## src/rtl/mseq_pkg.sv

```systemverilog
package mseq_pkg;
  localparam int ADDR_W = 3;
  localparam int QSEL_W = 3;

  typedef logic [ADDR_W-1:0] addr_t;

  typedef enum logic [QSEL_W-1:0] {
    Q_ONE, Q_ST, Q_ST_N, Q_M, Q_M_N, Q_K, Q_K_N, Q_ZERO
  } qsel_e;

  typedef struct packed {
    qsel_e qsel;
    addr_t target;
    logic  load;
    logic  add;
    logic  shift;
    logic  done;
  } uword_t;

  localparam addr_t A_IDLE  = addr_t'(0);
  localparam addr_t A_LOAD2 = addr_t'(1);
  localparam addr_t A_TEST  = addr_t'(2);
  localparam addr_t A_SHIFT = addr_t'(3);
  localparam addr_t A_DONE  = addr_t'(4);
  localparam addr_t A_ADD   = addr_t'(5);
endpackage

```

## src/rtl/mseq_store.sv

```systemverilog
module mseq_store
  import mseq_pkg::*;
(
  input  addr_t  addr_i,
  output uword_t word_o
);
  always_comb begin
    word_o = '{qsel: Q_ONE, target: A_IDLE, load: 1'b0, add: 1'b0, shift: 1'b0, done: 1'b0};
    case (addr_i)
      A_IDLE:  word_o = '{qsel: Q_ST_N, target: A_IDLE,  load: 1'b1, add: 1'b0, shift: 1'b0, done: 1'b0};
      A_LOAD2: word_o = '{qsel: Q_ONE,  target: A_TEST,  load: 1'b1, add: 1'b0, shift: 1'b0, done: 1'b0};
      A_TEST:  word_o = '{qsel: Q_M,    target: A_ADD,   load: 1'b0, add: 1'b0, shift: 1'b0, done: 1'b0};
      A_SHIFT: word_o = '{qsel: Q_K_N,  target: A_TEST,  load: 1'b0, add: 1'b0, shift: 1'b1, done: 1'b0};
      A_DONE:  word_o = '{qsel: Q_ONE,  target: A_IDLE,  load: 1'b0, add: 1'b0, shift: 1'b0, done: 1'b1};
      A_ADD:   word_o = '{qsel: Q_ONE,  target: A_SHIFT, load: 1'b0, add: 1'b1, shift: 1'b0, done: 1'b0};
      default: ; // spare codes jump home
    endcase
  end
endmodule

```

## src/rtl/mseq_qual_mux.sv

```systemverilog
module mseq_qual_mux
  import mseq_pkg::*;
(
  input  qsel_e sel_i,
  input  logic  start_i,
  input  logic  mbit_i,
  input  logic  last_i,
  output logic  qual_o
);
  always_comb begin
    case (sel_i)
      Q_ONE:   qual_o = 1'b1;
      Q_ST:    qual_o = start_i;
      Q_ST_N:  qual_o = ~start_i;
      Q_M:     qual_o = mbit_i;
      Q_M_N:   qual_o = ~mbit_i;
      Q_K:     qual_o = last_i;
      Q_K_N:   qual_o = ~last_i;
      default: qual_o = 1'b0;
    endcase
  end
endmodule

```

## src/rtl/mseq_ctrl.sv

```systemverilog
module mseq_ctrl
  import mseq_pkg::*;
(
  input  logic              clk_i,
  input  logic              rst_ni,
  input  logic              start_i,
  input  logic              mbit_i,
  input  logic              last_i,
  output logic              load_o,
  output logic              add_o,
  output logic              shift_o,
  output logic              done_o,
  output logic [ADDR_W-1:0] state_o
);
  addr_t  addr_q, addr_d;
  uword_t word;
  logic   qual;

  mseq_store u_store (.addr_i(addr_q), .word_o(word));

  mseq_qual_mux u_qmux (
    .sel_i  (word.qsel),
    .start_i(start_i),
    .mbit_i (mbit_i),
    .last_i (last_i),
    .qual_o (qual)
  );

  // single-address sequencing: jump on true qualifier, else step
  assign addr_d = qual ? word.target : addr_q + addr_t'(1);

  always_ff @(posedge clk_i or negedge rst_ni) begin
    if (!rst_ni) addr_q <= A_IDLE;
    else         addr_q <= addr_d;
  end

  assign state_o = addr_q;
  assign load_o  = word.load;
  assign add_o   = word.add;
  assign shift_o = word.shift;
  assign done_o  = word.done;

  a_r2_idle_wait: assert property (@(posedge clk_i) disable iff (!rst_ni)
    (state_o == A_IDLE && !start_i) |=> (state_o == A_IDLE && load_o));
  a_r3_start: assert property (@(posedge clk_i) disable iff (!rst_ni)
    (state_o == A_IDLE && start_i) |=> (state_o == A_LOAD2));
  a_r3_load2_next: assert property (@(posedge clk_i) disable iff (!rst_ni)
    (state_o == A_LOAD2) |=> (state_o == A_TEST));
  a_r4_mbit_one: assert property (@(posedge clk_i) disable iff (!rst_ni)
    (state_o == A_TEST && mbit_i) |=> (state_o == A_ADD && add_o));
  a_r4_add_next: assert property (@(posedge clk_i) disable iff (!rst_ni)
    (state_o == A_ADD) |=> (state_o == A_SHIFT));
  a_r5_mbit_zero: assert property (@(posedge clk_i) disable iff (!rst_ni)
    (state_o == A_TEST && !mbit_i) |=> (state_o == A_SHIFT));
  a_r6_loop_back: assert property (@(posedge clk_i) disable iff (!rst_ni)
    (state_o == A_SHIFT && !last_i) |=> (state_o == A_TEST));
  a_r6_finish: assert property (@(posedge clk_i) disable iff (!rst_ni)
    (state_o == A_SHIFT && last_i) |=> (state_o == A_DONE && done_o));
  a_r7_done_home: assert property (@(posedge clk_i) disable iff (!rst_ni)
    (state_o == A_DONE) |=> (state_o == A_IDLE));
  a_r9_onehot: assert property (@(posedge clk_i) disable iff (!rst_ni)
    $onehot0({add_o, shift_o, done_o}));
  a_r9_load_states: assert property (@(posedge clk_i) disable iff (!rst_ni)
    load_o |-> (state_o == A_IDLE || state_o == A_LOAD2));
endmodule

```

## config.mk

```make
export PLATFORM = sky130hd
export DESIGN_NAME = mseq_ctrl
export DESIGN_NICKNAME = d
export VERILOG_FILES = /design/src/rtl/mseq_pkg.sv /design/src/rtl/mseq_store.sv /design/src/rtl/mseq_qual_mux.sv /design/src/rtl/mseq_ctrl.sv
export SDC_FILE = /design/constraint.sdc
export NUM_CORES = 1
export LEC_CHECK = 0
export ABC_AREA = 1
export BUFFER_PORTS_ARGS = -buffer_cell sky130_fd_sc_hd__buf_2
export CAP_MARGIN = 0
export CORE_AREA = 5 5 42 44
export CTS_CLUSTER_SIZE = 14
export DETAILED_ROUTE_END_ITERATION = 6
export DIE_AREA = 0 0 47 49
export HOLD_SLACK_MARGIN = 0.06
export SLEW_MARGIN = 20
export SYNTH_ARGS = -nofsm -noshare
export SYNTH_HDL_FRONTEND = slang
export SYNTH_SLANG_ARGS = --single-unit
```

## constraint.sdc

```tcl
create_clock -name clk_i -period 1.8 [get_ports clk_i]
set_input_delay 0.18 -clock clk_i [delete_from_list [all_inputs] [get_ports clk_i]]
set_output_delay 0.18 -clock clk_i [all_outputs]
set_load 0.01 [all_outputs]
```

==> results.txt <==
Outcome: completed
Area delta synth->final: 34.77%
F_max: 654.0 MHz
Synth Warn #: 0
Min Clock Period, post-route: 1529 ps
Hold slack: 275.4 ps
Arrival @ worst endpoint: 1640 ps
Drt first pass iters: 4
Cts hold-fix bufs: 1
Grt met3 use: 1.845%
Lkg Pwr: 0.2695 nW
Cells after Synth: 47
Port Buffers: 11
Clock Path Buffers: 2
DR DRC count: 0
Post-synthesis cell type count: 14
Simple-gate portion of the synthesized area: 37.50%
Post-synth top cells: 15 x nand2_1, 7 x inv_1, 5 x ha_1
M2 GR Usage: 10.18%
Worst hold path class: in -> async
Gr ovfl total: 0
Layout Cell Area excl Fill: 431.7 sq um
Chip height: 49 microns
DIE WIDTH: 47 microns
Setup TNS: 0 ps
Die area: 2303 sq um
Drt total wl: 711 microns
Syn nets: 57
CTS tree: done
Skew-Pair Late Insertion Delay: 230 ps
Multi-input combinational cell area: 211.5 sq um
RSZ-0062 raised after global routing: false
Share of cells above drive strength 1: 33.33%
Number of setup violations in the final report: 0
Adder-cell share of the synthesized area: 19.53%
Final antenna-violating net count: 0
Final Max Tran Viols: 0
Final Power: 0.6885 mW
DRT iter0 DRCs: 1
Mux cell area share after synthesis: 0%
PwrDens: 1595 nW/um^2
Core area: 1401 sq um
CTS resizes: 0
Async SR Flop Fraction: 100.0%
Cell row count: 14
R2R depth: 9
Crit-path max FO: 8
Synth Area in Compound Gates: 8.984%
Main combinational cell family by area after synthesis: simple AND/OR/NAND/NOR gates
Global routing's busiest layer: met2
Worst setup margin: 270.9 ps
Cells after DPL: 74
Top cell type's share of synthesized area: 23.44%
CP startpoint kind: flip-flop
Antenna Cells: 0
Initial antenna violation count: 0
CP Class: reg -> reg
Post-synthesis sequential area ratio: 23.44%
Mapped Area: 320.3 sq um
CTS root buf: clkbuf_4
Slew margin rel.: 83.36%
Routed length per placed instance: 9.000 microns
Sequential cell area: 75.07 sq um
Setup crit end kind: flip-flop
DP HPWL: 581.8 microns
Pre-CTS setup slack: 275.1 ps
Vias in the first global route: 283
CP Data Required Time: 1910 ps
Reg clk slew, reported paths: 40 ps
Largest register FFs: 3
Cts bufs inserted: 3
IO Pins: 12
Postcts setup bufs: 0
H-tree levels: 1
CTS sink count: 3
Number of synthesized flops with an enable pin: 0
Worst VDD drop: 696.7 uV
First-pass GRT wire length: 1.131 mm
Overall Global Routing Usage: 6.770%
Fillers: 173
Area post-placement: 395.4 sq um
Ys flop type: dfrtp_1
GP Congestion: 0.7837
Via density: 4.000
Met1 GRT Util: 7.506%
Vias post-DR: 316
Pin count of the biggest net entering global routing: 9
Post-synthesis register bit count: 3
Finished Layout Cells: 79
Worst slew pin tran: 249.6 ps
Syn_area_per_cell: 6.815 sq um
Setup Skew: 1.888 ps
Initial Util: 22.86%
Period utilization: 84.95%
Synth Area in XOR/XNOR: 0%
Nets: 74
Final core utilization: 30.80%
Top cells by area, synth: dfrtp_1 23%, ha_1 20%, nand2_1 18%
Hold Fails Final Rpt: 0
Area leader, netlist: dfrtp_1
Count leader, synth: nand2_1
Total of max-cap violations: 0
-- cell type report --
class | instances | area share, %
sequential | 3 | 17.39
tap | 16 | 4.638
clock buffer | 4 | 6.087
multi-input combinational | 35 | 48.99
inverter | 9 | 7.826
timing repair buffer | 12 | 15.07
-- critical path: stages, from the launching register on --
cell	delay, ps
dfrtp_1	470
ha_1	220
ha_1	180
inv_1	80
a21oi_1	110
nand2_1	70
nand3_2	100
nand2_2	70
nand2_1	60
nand2_1	50
-- power breakdown --
group / total (mW) / switching (mW) / internal, mW
clock network: 0.116 / 0.0328 / 0.0829
logic: 0.430 / 0.259 / 0.171
registers: 0.143 / 0.0447 / 0.0983
total: 0.688 / 0.336 / 0.352
-- metal layers --
layer  vias to the layer above  wire length [microns]  part of all wire, %
met1                       132                    304                   43
li1                        177                      -                    -
met3                         0                     58                  8.2
met5                         -                      0                    0
met4                         0                      0                    0
met2                         7                    349                   49
-- cells in the final DEF (no fill, tap or decap), types with 2 or more instances in the layout --
cell,instances
a21oi_1,3
inv_1,7
nand2_2,2
buf_2,11
clkbuf_4,3
nand3_1,3
nand2_1,15
nand3_2,2
dfrtp_1,3
ha_1,5
inv_2,2
-- worst paths after layout --
kind	startpoint	to	slack, ps
worst max-delay path	state_o[1]	state_o[0]	270
worst min-delay path	rst_ni	state_o[2]	280
worst max register to register	state_o[1]	state_o[0]	270
worst min register to register	state_o[0]	state_o[0]	670
max in group asynchronous	rst_ni	state_o[0]	1420
min in group clk_i	last_i	state_o[1]	430
-- cells by family (layout without fill, tap and decap cells) --
logic type	count (synthesis)	count (layout)
AO/OA/AOI/OAI	5	5
adder cells (fa/ha/maj)	5	5
buffers and inverters	9	25
flip-flops	3	3
AND/OR/NAND/NOR	25	25
Power figures use the tool's default switching activity.
